File: src/rtl/tmr_pkg.sv
package tmr_pkg;
    typedef enum logic {
        FLG_CLEAR = 1'b0,
        FLG_SET   = 1'b1
    } flag_state_t;

    typedef enum logic {
        PIN_LOW  = 1'b0,
        PIN_HIGH = 1'b1
    } pin_state_t;
endpackage

File: src/rtl/tmr_sync.sv
module tmr_sync #(
    parameter int   STAGES    = 2,
    parameter logic RESET_VAL = 1'b1
) (
    input  logic clk,
    input  logic rst_n,
    input  logic d_i,
    output logic q_o
);
    logic [STAGES-1:0] stage_q;

    generate
        for (genvar g = 0; g < STAGES; g++) begin : g_stage
            if (g == 0) begin : g_first
                always_ff @(posedge clk or negedge rst_n) begin
                    if (!rst_n) stage_q[g] <= RESET_VAL;
                    else        stage_q[g] <= d_i;
                end
            end else begin : g_next
                always_ff @(posedge clk or negedge rst_n) begin
                    if (!rst_n) stage_q[g] <= RESET_VAL;
                    else        stage_q[g] <= stage_q[g-1];
                end
            end
        end
    endgenerate

    assign q_o = stage_q[STAGES-1];
endmodule

File: src/rtl/tmr_edge.sv
module tmr_edge
    import tmr_pkg::*;
(
    input  logic clk,
    input  logic rst_n,
    input  logic pin_i,
    output logic fall_o
);
    pin_state_t state_q, state_d;

    always_comb begin
        state_d = state_q;
        unique case (state_q)
            PIN_HIGH: if (!pin_i) state_d = PIN_LOW;
            PIN_LOW:  if (pin_i)  state_d = PIN_HIGH;
            default:              state_d = PIN_HIGH;
        endcase
    end

    always_ff @(posedge clk or negedge rst_n) begin
        if (!rst_n) state_q <= PIN_HIGH;
        else        state_q <= state_d;
    end

    always_comb begin
        fall_o = 1'b0;
        unique case (state_q)
            PIN_HIGH: fall_o = !pin_i;
            PIN_LOW:  fall_o = 1'b0;
            default:  fall_o = 1'b0;
        endcase
    end

    // a fall event lasts a single cycle
    p_single_fall_r4: assert property (@(posedge clk) disable iff (!rst_n)
        fall_o |=> !fall_o);
endmodule

File: src/rtl/tmr_count.sv
module tmr_count #(
    parameter int BYTE_W  = 8,
    parameter int SHORT_W = 5
) (
    input  logic              clk,
    input  logic              rst_n,
    input  logic              tick_i,
    input  logic              mode_wide_i,
    input  logic              wr_lo_i,
    input  logic              wr_hi_i,
    input  logic [BYTE_W-1:0] wr_data_i,
    output logic [BYTE_W-1:0] lo_o,
    output logic [BYTE_W-1:0] hi_o,
    output logic              wrap_o
);
    localparam int WIDE_W   = 2 * BYTE_W;
    localparam int NARROW_W = SHORT_W + BYTE_W;
    localparam logic [WIDE_W-1:0]   WIDE_ONE   = {{(WIDE_W-1){1'b0}}, 1'b1};
    localparam logic [NARROW_W-1:0] NARROW_ONE = {{(NARROW_W-1){1'b0}}, 1'b1};

    logic [BYTE_W-1:0]   lo_q, hi_q, lo_d, hi_d;
    logic [WIDE_W-1:0]   wide_val, wide_inc;
    logic [NARROW_W-1:0] narrow_val, narrow_inc;
    logic                sw_write;

    assign wide_val   = {hi_q, lo_q};
    assign narrow_val = {hi_q, lo_q[SHORT_W-1:0]};
    assign wide_inc   = wide_val + WIDE_ONE;
    assign narrow_inc = narrow_val + NARROW_ONE;
    assign sw_write   = wr_lo_i || wr_hi_i;

    assign wrap_o = tick_i && !sw_write &&
                    (mode_wide_i ? (&wide_val) : (&narrow_val));

    always_comb begin
        lo_d = lo_q;
        hi_d = hi_q;
        if (sw_write) begin
            if (wr_lo_i) lo_d = wr_data_i;
            if (wr_hi_i) hi_d = wr_data_i;
        end else if (tick_i) begin
            if (mode_wide_i) begin
                {hi_d, lo_d} = wide_inc;
            end else begin
                {hi_d, lo_d[SHORT_W-1:0]} = narrow_inc;
            end
        end
    end

    always_ff @(posedge clk or negedge rst_n) begin
        if (!rst_n) begin
            lo_q <= '0;
            hi_q <= '0;
        end else begin
            lo_q <= lo_d;
            hi_q <= hi_d;
        end
    end

    assign lo_o = lo_q;
    assign hi_o = hi_q;

    // without an event or a write the count holds
    p_hold_idle_r3: assert property (@(posedge clk) disable iff (!rst_n)
        (!tick_i && !sw_write) |=> ($stable(lo_q) && $stable(hi_q)));
    // a low-byte write lands exactly
    p_write_lo_r9: assert property (@(posedge clk) disable iff (!rst_n)
        wr_lo_i |=> (lo_q == $past(wr_data_i)));
    // a high-byte write lands exactly
    p_write_hi_r9: assert property (@(posedge clk) disable iff (!rst_n)
        wr_hi_i |=> (hi_q == $past(wr_data_i)));
    // a narrow wrap ends at zero
    p_wrap_narrow_r1: assert property (@(posedge clk) disable iff (!rst_n)
        (wrap_o && !mode_wide_i) |=> (narrow_val == '0));
    // a wide wrap ends at zero
    p_wrap_wide_r2: assert property (@(posedge clk) disable iff (!rst_n)
        (wrap_o && mode_wide_i) |=> (wide_val == '0));
endmodule

File: src/rtl/tmr_flag.sv
module tmr_flag
    import tmr_pkg::*;
(
    input  logic clk,
    input  logic rst_n,
    input  logic wrap_i,
    input  logic ack_i,
    input  logic sw_wr_i,
    input  logic sw_val_i,
    output logic flag_o,
    output logic pulse_o
);
    flag_state_t state_q, state_d;
    logic        pulse_q;

    always_comb begin
        state_d = state_q;
        unique case (state_q)
            FLG_CLEAR: begin
                if (wrap_i || (sw_wr_i && sw_val_i)) state_d = FLG_SET;
            end
            FLG_SET: begin
                if (wrap_i)       state_d = FLG_SET;
                else if (sw_wr_i) state_d = sw_val_i ? FLG_SET : FLG_CLEAR;
                else if (ack_i)   state_d = FLG_CLEAR;
            end
            default: state_d = FLG_CLEAR;
        endcase
    end

    always_ff @(posedge clk or negedge rst_n) begin
        if (!rst_n) state_q <= FLG_CLEAR;
        else        state_q <= state_d;
    end

    always_ff @(posedge clk or negedge rst_n) begin
        if (!rst_n) pulse_q <= 1'b0;
        else        pulse_q <= wrap_i;
    end

    always_comb begin
        flag_o = 1'b0;
        unique case (state_q)
            FLG_CLEAR: flag_o = 1'b0;
            FLG_SET:   flag_o = 1'b1;
            default:   flag_o = 1'b0;
        endcase
    end

    assign pulse_o = pulse_q;

    // the pulse never lasts two cycles
    p_pulse_once_r6: assert property (@(posedge clk) disable iff (!rst_n)
        pulse_o |=> !pulse_o);
    // the pulse always comes with the flag
    p_pulse_flag_r6: assert property (@(posedge clk) disable iff (!rst_n)
        pulse_o |-> flag_o);
    // acknowledge alone clears the flag
    p_ack_clear_r7: assert property (@(posedge clk) disable iff (!rst_n)
        (ack_i && !wrap_i && !sw_wr_i) |=> !flag_o);
    // software load without a wrap
    p_sw_load_r8: assert property (@(posedge clk) disable iff (!rst_n)
        (sw_wr_i && !wrap_i) |=> (flag_o == $past(sw_val_i)));
    // a wrap always leaves the flag set and pulses
    p_wrap_wins_r10: assert property (@(posedge clk) disable iff (!rst_n)
        wrap_i |=> (flag_o && pulse_o));
endmodule

File: src/rtl/tmr_chan.sv
module tmr_chan #(
    parameter int BYTE_W      = 8,
    parameter int SHORT_W     = 5,
    parameter int SYNC_STAGES = 2
) (
    input  logic              clk,
    input  logic              rst_n,
    input  logic              run_en,
    input  logic              ext_sel,
    input  logic              gate_en,
    input  logic              gate_n,
    input  logic              cnt_pin,
    input  logic              mode_wide,
    input  logic              wr_lo,
    input  logic              wr_hi,
    input  logic [BYTE_W-1:0] wr_data,
    input  logic              flag_wr,
    input  logic              flag_wdata,
    input  logic              ack,
    output logic [BYTE_W-1:0] cnt_lo,
    output logic [BYTE_W-1:0] cnt_hi,
    output logic              ovf_flag,
    output logic              ovf_pulse
);
    logic pin_sync;
    logic pin_fall;
    logic gate_open;
    logic tick;
    logic wrap;

    tmr_sync #(
        .STAGES   (SYNC_STAGES),
        .RESET_VAL(1'b1)
    ) sync_i (
        .clk  (clk),
        .rst_n(rst_n),
        .d_i  (cnt_pin),
        .q_o  (pin_sync)
    );

    tmr_edge edge_i (
        .clk   (clk),
        .rst_n (rst_n),
        .pin_i (pin_sync),
        .fall_o(pin_fall)
    );

    assign gate_open = !gate_en || gate_n;
    assign tick      = run_en && gate_open && (ext_sel ? pin_fall : 1'b1);

    tmr_count #(
        .BYTE_W (BYTE_W),
        .SHORT_W(SHORT_W)
    ) count_i (
        .clk        (clk),
        .rst_n      (rst_n),
        .tick_i     (tick),
        .mode_wide_i(mode_wide),
        .wr_lo_i    (wr_lo),
        .wr_hi_i    (wr_hi),
        .wr_data_i  (wr_data),
        .lo_o       (cnt_lo),
        .hi_o       (cnt_hi),
        .wrap_o     (wrap)
    );

    tmr_flag flag_i (
        .clk     (clk),
        .rst_n   (rst_n),
        .wrap_i  (wrap),
        .ack_i   (ack),
        .sw_wr_i (flag_wr),
        .sw_val_i(flag_wdata),
        .flag_o  (ovf_flag),
        .pulse_o (ovf_pulse)
    );

    // a closed gate freezes the count at the ports
    p_gate_freeze_r5: assert property (@(posedge clk) disable iff (!rst_n)
        (gate_en && !gate_n && !wr_lo && !wr_hi) |=> ($stable(cnt_lo) && $stable(cnt_hi)));
    // a stopped channel never raises the pulse
    p_no_overflow_r3: assert property (@(posedge clk) disable iff (!rst_n)
        !run_en |=> !ovf_pulse);
endmodule

File: config.mk
export PLATFORM = sky130hd
export DESIGN_NAME = tmr_chan
export DESIGN_NICKNAME = d
export VERILOG_FILES = /design/src/rtl/tmr_pkg.sv /design/src/rtl/tmr_sync.sv /design/src/rtl/tmr_edge.sv /design/src/rtl/tmr_count.sv /design/src/rtl/tmr_flag.sv /design/src/rtl/tmr_chan.sv
export SDC_FILE = /design/constraint.sdc
export NUM_CORES = 1
export LEC_CHECK = 0
export ABC_AREA = 1
export BUFFER_PORTS_ARGS = -buffer_cell sky130_fd_sc_hd__buf_4
export CAP_MARGIN = 30
export CORE_ASPECT_RATIO = 0.6
export CORE_MARGIN = 2
export CORE_UTILIZATION = 25
export DETAILED_ROUTE_END_ITERATION = 12
export SLEW_MARGIN = 10
export SYNTH_ARGS = -nofsm -noshare
export SYNTH_HDL_FRONTEND = slang
export SYNTH_HIERARCHICAL = 1
export SYNTH_SLANG_ARGS = --single-unit
File: constraint.sdc
create_clock -name clk -period 2.1 [get_ports clk]
set_clock_uncertainty 0.05 [all_clocks]
set_input_delay 0.21 -clock clk [delete_from_list [all_inputs] [get_ports clk]]
set_output_delay 0.21 -clock clk [all_outputs]
set_load 0.005 [all_outputs]
==> impl_summary.txt, run 1 <==
----------------------------------------------------
[Status]
  Outcome ... finished clean

[Worst setup path]
  Worst path required time ... 2220 ps
  R2R Path Start ... edge_i/state_q
  Setup crit end kind ... flip-flop
  Crit path launch ... edge_i/state_q
  Number of cells on the worst reg-to-reg path ... 11
  Endpoint of the worst-slack reg-to-reg timing path ... count_i/hi_o[0]
  CP Data Arrival Time ... 1790 ps
  R2R setup slack ... 430 ps
  Kind of critical path ... reg2reg
  Peak fanout along the critical path ... 6
  Critical Path Source Type ... flip-flop

[GRT]
  Antenna violations before repair ... 0
  Global-route wire length before repair ... 6570 um
  Number of global-route vias before repair ... 1,282
  Aggregate global routing overflow ... 0
  Pin count of the biggest net entering global routing ... 22
  GR Util All Layers ... 13.3%

[Floorplanning]
  Die area ... 6470 um2
  Num ports ... 39
  Vertical die dimension ... 63.1 um
  Starting density of the core ... 26.0%
  Floorplan die width ... 102 um
  Core region area ... 5600 um2
  Placement Rows ... 21

[Clock network]
  CTS Sinks ... 21
  Number of buffers between clock root and the deepest sink ... 2
  Worst-path clk slew ... 80 ps
  Number of gates resized after cts ... 0
  Clock tree from TritonCTS ... yes
  Buffers inserted during post-CTS setup optimization ... 0
  Clk_lat worst skew ... 270 ps
  Post-cts hold buffer count ... 2
  CTS Root Cell ... clkbuf_8
  H-tree lvl count ... 1
  Clock buffers created by TritonCTS ... 3

[Final layout]
  Number of nets at the end of the flow ... 268
  Final core utilization ... 33.9%
  ANT cells ... 0
  Layout cells sized above 1 ... 29.4%
  Growth of design area from synthesis to finish ... 30.5%
  Filler Cells Inserted ... 596

[Place]
  Placement-stage worst setup slack ... 436 ps
  Global placer's final weighted congestion ... 0.896
  Quantity of I/O buffers inserted on ports ... 38
  Sum of net half-perimeters after detailed placement ... 3120 um

[Flow run]
  Max-capacitance violation count ... 0

[Power and ir drop]
  Maximum vdd drop ... 0.207 mV
  Power per cell area ... 612 nW/um2
  Leakage ... 0.903 nW

[Drt]
  Drt total wl ... 4010 um
  Total number of vias ... 1,429
  Detailed Route Iter0 Violations ... 69
  Routed wirelength normalized by instance count ... 12.3 um
  Antenna-violating nets left ... 0
  Number of design rule violations left after detail routing ... 0
  Vias per cell ... 4.40
  First-pass iteration count of the detailed router ... 5

[STA]
  Top achievable clock speed ... 600 MHz
  Final clock period utilization by the worst path ... 79.4%
  Count of final setup violators ... 0
  Post-route setup slack ... 432 ps
  Fin crit period ... 1670 ps
  Tightest slew margin relative to the limit ... 77.7%
  Setup repair after global routing missed its margin ... false
  Setup TNS ... 0 ps
  Worst Max-Slew Pin Slew ... 334 ps
  Final Slew Violations ... 0
  WHS ... 93.0 ps
  Hold violation count in the final report ... 0

[Synth]
  Post-Syn Instances ... 202
  Count of distinct cell types in the synthesized netlist ... 33
  Number of warning messages in the yosys log ... 6
  Total of flip-flops plus latches after synthesis ... 21
  Post-Syn Nets ... 224
  Area of the mapped netlist ... 1460 um2
  Mean Syn Cell Area ... 7.20 um2
  Share of synthesized area occupied by flip-flops and latches ... 36.4%

[Hold path]
  Count of cells along the worst hold path ... 3
  Startpoint of the most critical hold path ... flag_wdata
  Type of the tightest min-delay check ... in2reg
  Worst Hold Endpoint ... flag_i/state_q

----------------------------------------------------
## routing by layer
metal,global-route usage [%],share of wire (%)
met4,4.00,1.2
met2,17.4,36
met3,4.66,9.0
met5,0,0
met1,20.1,53
## cell usage in the layout (no fill, tap or decap)
cell and count:
nand2_2 5, a21oi_1 11, clkbuf_1 1, a21oi_2 4
o211ai_1 1, inv_1 19, dlygate4sd3_1 2, o21ai_4 1
inv_2 2, dfstp_2 3, nand3_2 2, o21ai_1 3
xor2_1 2, o21ai_0 3, nand4_1 3, nor2_1 28
nor2_4 3, ha_1 1, clkbuf_8 3, dfrtp_1 18
a21oi_4 1, or2_2 2, nor2_2 4, buf_4 40
o22ai_1 1, a21o_1 1, nand2_1 50, o21ai_2 1
xnor2_1 1, nand3_1 18, nand2_4 1, a31oi_1 5
o21a_1 1, nand3b_1 2, a22oi_1 2
## cell families after synthesis
group	Yosys count	share of synthesized area, %
simple gates	118	37.8
compound gates	35	16.3
buf+inv	24	6.88
flops	21	36.4
xor+xnor	3	1.81
fa+ha+maj	1	0.860
## registers in the layout (all words and copies together) (netlist names)
| name | flops |
|---|---|
| count_i/hi_o | 8 |
| count_i/lo_o | 8 |
| edge_i/state_q | 1 |
| flag_i/pulse_o | 1 |
| flag_i/state_q | 1 |
| sync_i/q_o | 1 |
| sync_i/stage_q | 1 |
## layout make-up
| cell class | instances | area, um2 | share of cell area [%] |
|---|---|---|---|
| timing repair buffer | 42 | 320 | 16.9 |
| multi-input combinational | 157 | 826 | 43.5 |
| clock buffer | 4 | 45.0 | 2.37 |
| tap | 80 | 100 | 5.27 |
| inverter | 21 | 78.8 | 4.15 |
| sequential | 21 | 529 | 27.9 |
## how the worst max path moves through the flow
stage | to | cells past startpoint
after floorplan | count_i/hi_o[0] | 9
after global placement | count_i/hi_o[0] | 11
after detailed placement | count_i/hi_o[0] | 11
after CTS | count_i/hi_o[0] | 11
after global routing | count_i/hi_o[0] | 11
final | count_i/hi_o[0] | 11
## through the flow
step           power [W]  instances  cell area [um2]
3_3_place_gp    0.000892        319             1830
2_1_floorplan   0.000727        202             1460
3_5_place_dp    0.000891        319             1830
4_1_cts          0.00118        325             1900
5_1_grt          0.00126        325             1900
6_report         0.00116        325             1900
## cell usage after synthesis, drive strengths merged
master / n / area, um2
a22oi: 2 / 15.0
o211ai: 1 / 7.51
xnor2: 1 / 8.76
ha: 1 / 12.5
dfrtp: 18 / 450
xor2: 2 / 17.5
inv: 21 / 78.8
o22ai: 1 / 6.26
or2: 2 / 12.5
o21ai: 8 / 55.1
nand2: 56 / 230
o21a: 1 / 7.51
dfstp: 3 / 78.8
buf: 3 / 21.3
nand3b: 2 / 15.0
a21o: 1 / 7.51
nor2: 35 / 164
nand4: 3 / 18.8
nand3: 20 / 110
a31oi: 5 / 31.3
a21oi: 16 / 106
## worst max-delay path: stages, from the launching register on
cell,delay [ps]
dfstp_2,520
inv_1,40
nor2_2,70
nor2_1,50
nor2_2,220
a21oi_4,90
inv_1,190
o21ai_1,110
inv_1,80
nand2_1,40
o21ai_1,60
inv_1,40
## power by group
| part | internal (W) | total (W) | switching (W) |
|---|---|---|---|
| Combinational | 0.000168 | 0.000357 | 0.000189 |
| Sequential | 0.000452 | 0.000528 | 0.0000754 |
| Clock | 0.000136 | 0.000277 | 0.000141 |
| Total | 0.000756 | 0.00116 | 0.000406 |
Power figures use the tool's default switching activity.
==> run 2: changes to the inputs <==
- clock period: 2.1 -> 1.5 ns (I/O delays scaled with it)
==> run 2 against run 1 <==
Net effect: the flow now finishes with violations (setup timing); first-iteration DRC count is 59% higher; design area grew 21%; hold slack worse by 54 ps; via count is 14% higher; flip-flop and latch count unchanged; global-route usage rose by 1.6 points; register-to-register slack got worse by 540 ps; sequential power grew 35%; critical path type unchanged; critical endpoint is now count_i/hi_o[7]; largest cell class unchanged.
==> impl_summary.txt, run 2 (same netlist as run 1, synthesis figures left out) <==
----------------------------------------------------
[STA]
  Count of final setup violators ... 10
  Final Slew Violations ... 0
  Tightest slew margin relative to the limit ... 77.8%
  Post-route setup slack ... -110 ps
  Setup repair after global routing missed its margin ... true
  Top achievable clock speed ... 621 MHz
  Final clock period utilization by the worst path ... 107%
  Hold violation count in the final report ... 0
  Fin crit period ... 1610 ps
  Worst Max-Slew Pin Slew ... 333 ps
  Setup TNS ... -383 ps

[Drt]
  Total number of vias ... 1,623
  Detailed Route Iter0 Violations ... 110
  Drt total wl ... 4760 um
  Vias per cell ... 4.60
  Number of design rule violations left after detail routing ... 0
  Antenna-violating nets left ... 0
  First-pass iteration count of the detailed router ... 5
  Routed wirelength normalized by instance count ... 13.5 um

[GRT]
  Antenna violations before repair ... 0
  Aggregate global routing overflow ... 0
  Pin count of the biggest net entering global routing ... 22
  GR Util All Layers ... 15.0%
  Global-route wire length before repair ... 7520 um
  Number of global-route vias before repair ... 1,541

[Floorplanning]
  Placement Rows ... 21
  Num ports ... 39
  Starting density of the core ... 26.0%
  Die area ... 6470 um2
  Floorplan die width ... 102 um
  Core region area ... 5600 um2
  Vertical die dimension ... 63.1 um

[Worst setup path]
  Peak fanout along the critical path ... 4
  CP most frequent cell ... nand2_1
  Critical path cell sequence ... ha_4 > nand2_4 > nor2_4 > nand2_2 > a21oi_4 > buf_4 > nand2_1 > nand2_1 > nand3_2 > a21oi_2
  Worst path required time ... 1650 ps
  Critical path's top delay family ... simple AND/OR/NAND/NOR gates
  Stage delay of the slowest cell on the critical path ... 410 ps
  Combined buffer and inverter count along the critical path ... 1
  Setup crit end kind ... flip-flop
  CP Data Arrival Time ... 1760 ps
  Kind of critical path ... reg2reg
  Critical Path Source Type ... flip-flop
  Slowest cell on the critical path ... dfrtp_1

[Hold path]
  Type of the tightest min-delay check ... in2reg

[Final layout]
  Finished Layout Cells ... 353
  Commonest non-fill, non-tap cell in the layout ... buf_4
  Commonest cells after routing, fill and taps aside ... 64 x buf_4, 44 x nand2_1, 17 x inv_1, 17 x nor2_1, 17 x dfrtp_1
  Sequential Area ... 531 um2
  ANT cells ... 0
  Layout cells sized above 1 ... 48.0%
  Growth of design area from synthesis to finish ... 58.3%
  Filler Cells Inserted ... 582
  Number of nets at the end of the flow ... 296
  Area occupied by multi-input gates ... 995 um2

[Clock network]
  CTS Root Cell ... clkbuf_8
  Worst-path clk slew ... 80 ps
  CTS Sinks ... 21
  Clock tree from TritonCTS ... yes
  Clk_lat worst skew ... 270 ps
  Number of buffers between clock root and the deepest sink ... 2
  H-tree lvl count ... 1
  Clock buffers created by TritonCTS ... 3

[Place]
  Number of placed instances, taps included ... 341
  Global placer's final weighted congestion ... 0.879
  Placement-stage worst setup slack ... -89.6 ps
  Sum of net half-perimeters after detailed placement ... 3550 um
  Quantity of I/O buffers inserted on ports ... 38

[Status]
  Failing checks ... setup timing
  Outcome ... finished, violations left

[Power and ir drop]
  Power per cell area ... 808 nW/um2
  Maximum vdd drop ... 0.331 mV
  Leakage ... 1.07 nW

[Flow run]
  Max-capacitance violation count ... 0

----------------------------------------------------
-- run 2: cell types whose count changed in the layout (fill, tap and decap cells not counted), sizes merged --
cell	previous run	this run
buf	40	68
-- run 2: worst paths after layout --
| kind | slack [ps] | cells past startpoint | endpoint | start |
|---|---|---|---|---|
| setup / recovery | -110 | 10 | count_i/hi_o[7] | count_i/lo_o[1] |
| hold / removal | 40 | 3 | flag_i/state_q | flag_wdata |
| setup reg to reg | -110 | 10 | count_i/hi_o[7] | count_i/lo_o[1] |
| hold reg to reg | 320 | 0 | sync_i/q_o | sync_i/stage_q[0] |
| max in group asynchronous | 850 | 2 | edge_i/state_q | rst_n |
| min in group asynchronous | 260 | 2 | count_i/lo_o[1] | rst_n |
-- run 2: routing by layer --
layer,wire length (um),track usage (%),vias up
met5,0,0,-
met4,31,2.83,0
met3,364,4.66,5
met2,1920,20.2,60
met1,2450,23.1,755
li1,-,-,803
-- run 2: worst reg2reg max path: stages (launching register included) --
cell and delay (ps):
dfrtp_1 410, ha_4 170, nand2_4 50, nor2_4 140, nand2_2 100, a21oi_4 190
buf_4 130, nand2_1 50, nand2_1 70, nand3_2 60, a21oi_2 120
-- run 2: timing repair --
action                                 in CTS  in global routing
hold buffers                                2                  0
gates resized for setup                    11                 37
pin swaps                                   2                 17
endpoints found under the hold margin      22                  0
buffers inserted                            2                  7
setup endpoints to repair                  14                 18
-- run 2: layout make-up --
cell class                      count  area share (%)
Inverter                           21            3.42
Clock buffer                        4            1.96
Tap cell                           80            4.35
Sequential cell                    21            23.0
Timing Repair Buffer               70            24.1
Multi-Input combinational cell    157            43.2
-- run 2: metrics by stage --
| stage | hold WS (ps) | util (%) | area, um2 | total power [W] |
|---|---|---|---|---|
| final | 38.6 | 41.2 | 2300 | 0.00186 |
| after global routing | 44.5 | 41.2 | 2300 | 0.00199 |
| after CTS | 34.7 | 38.0 | 2130 | 0.00179 |
| after global placement | 10.3 | 35.9 | 2010 | 0.00136 |
| after detailed placement | 18.6 | 35.9 | 2010 | 0.00136 |
| after floorplan | -196 | - | 1460 | 0.00102 |
-- run 2: where the power goes --
group | switching, W | internal, W
Combinational | 0.000383 | 0.000374
Clock | 0.000202 | 0.000190
Sequential | 0.0000780 | 0.000634
Total | 0.000663 | 0.00120
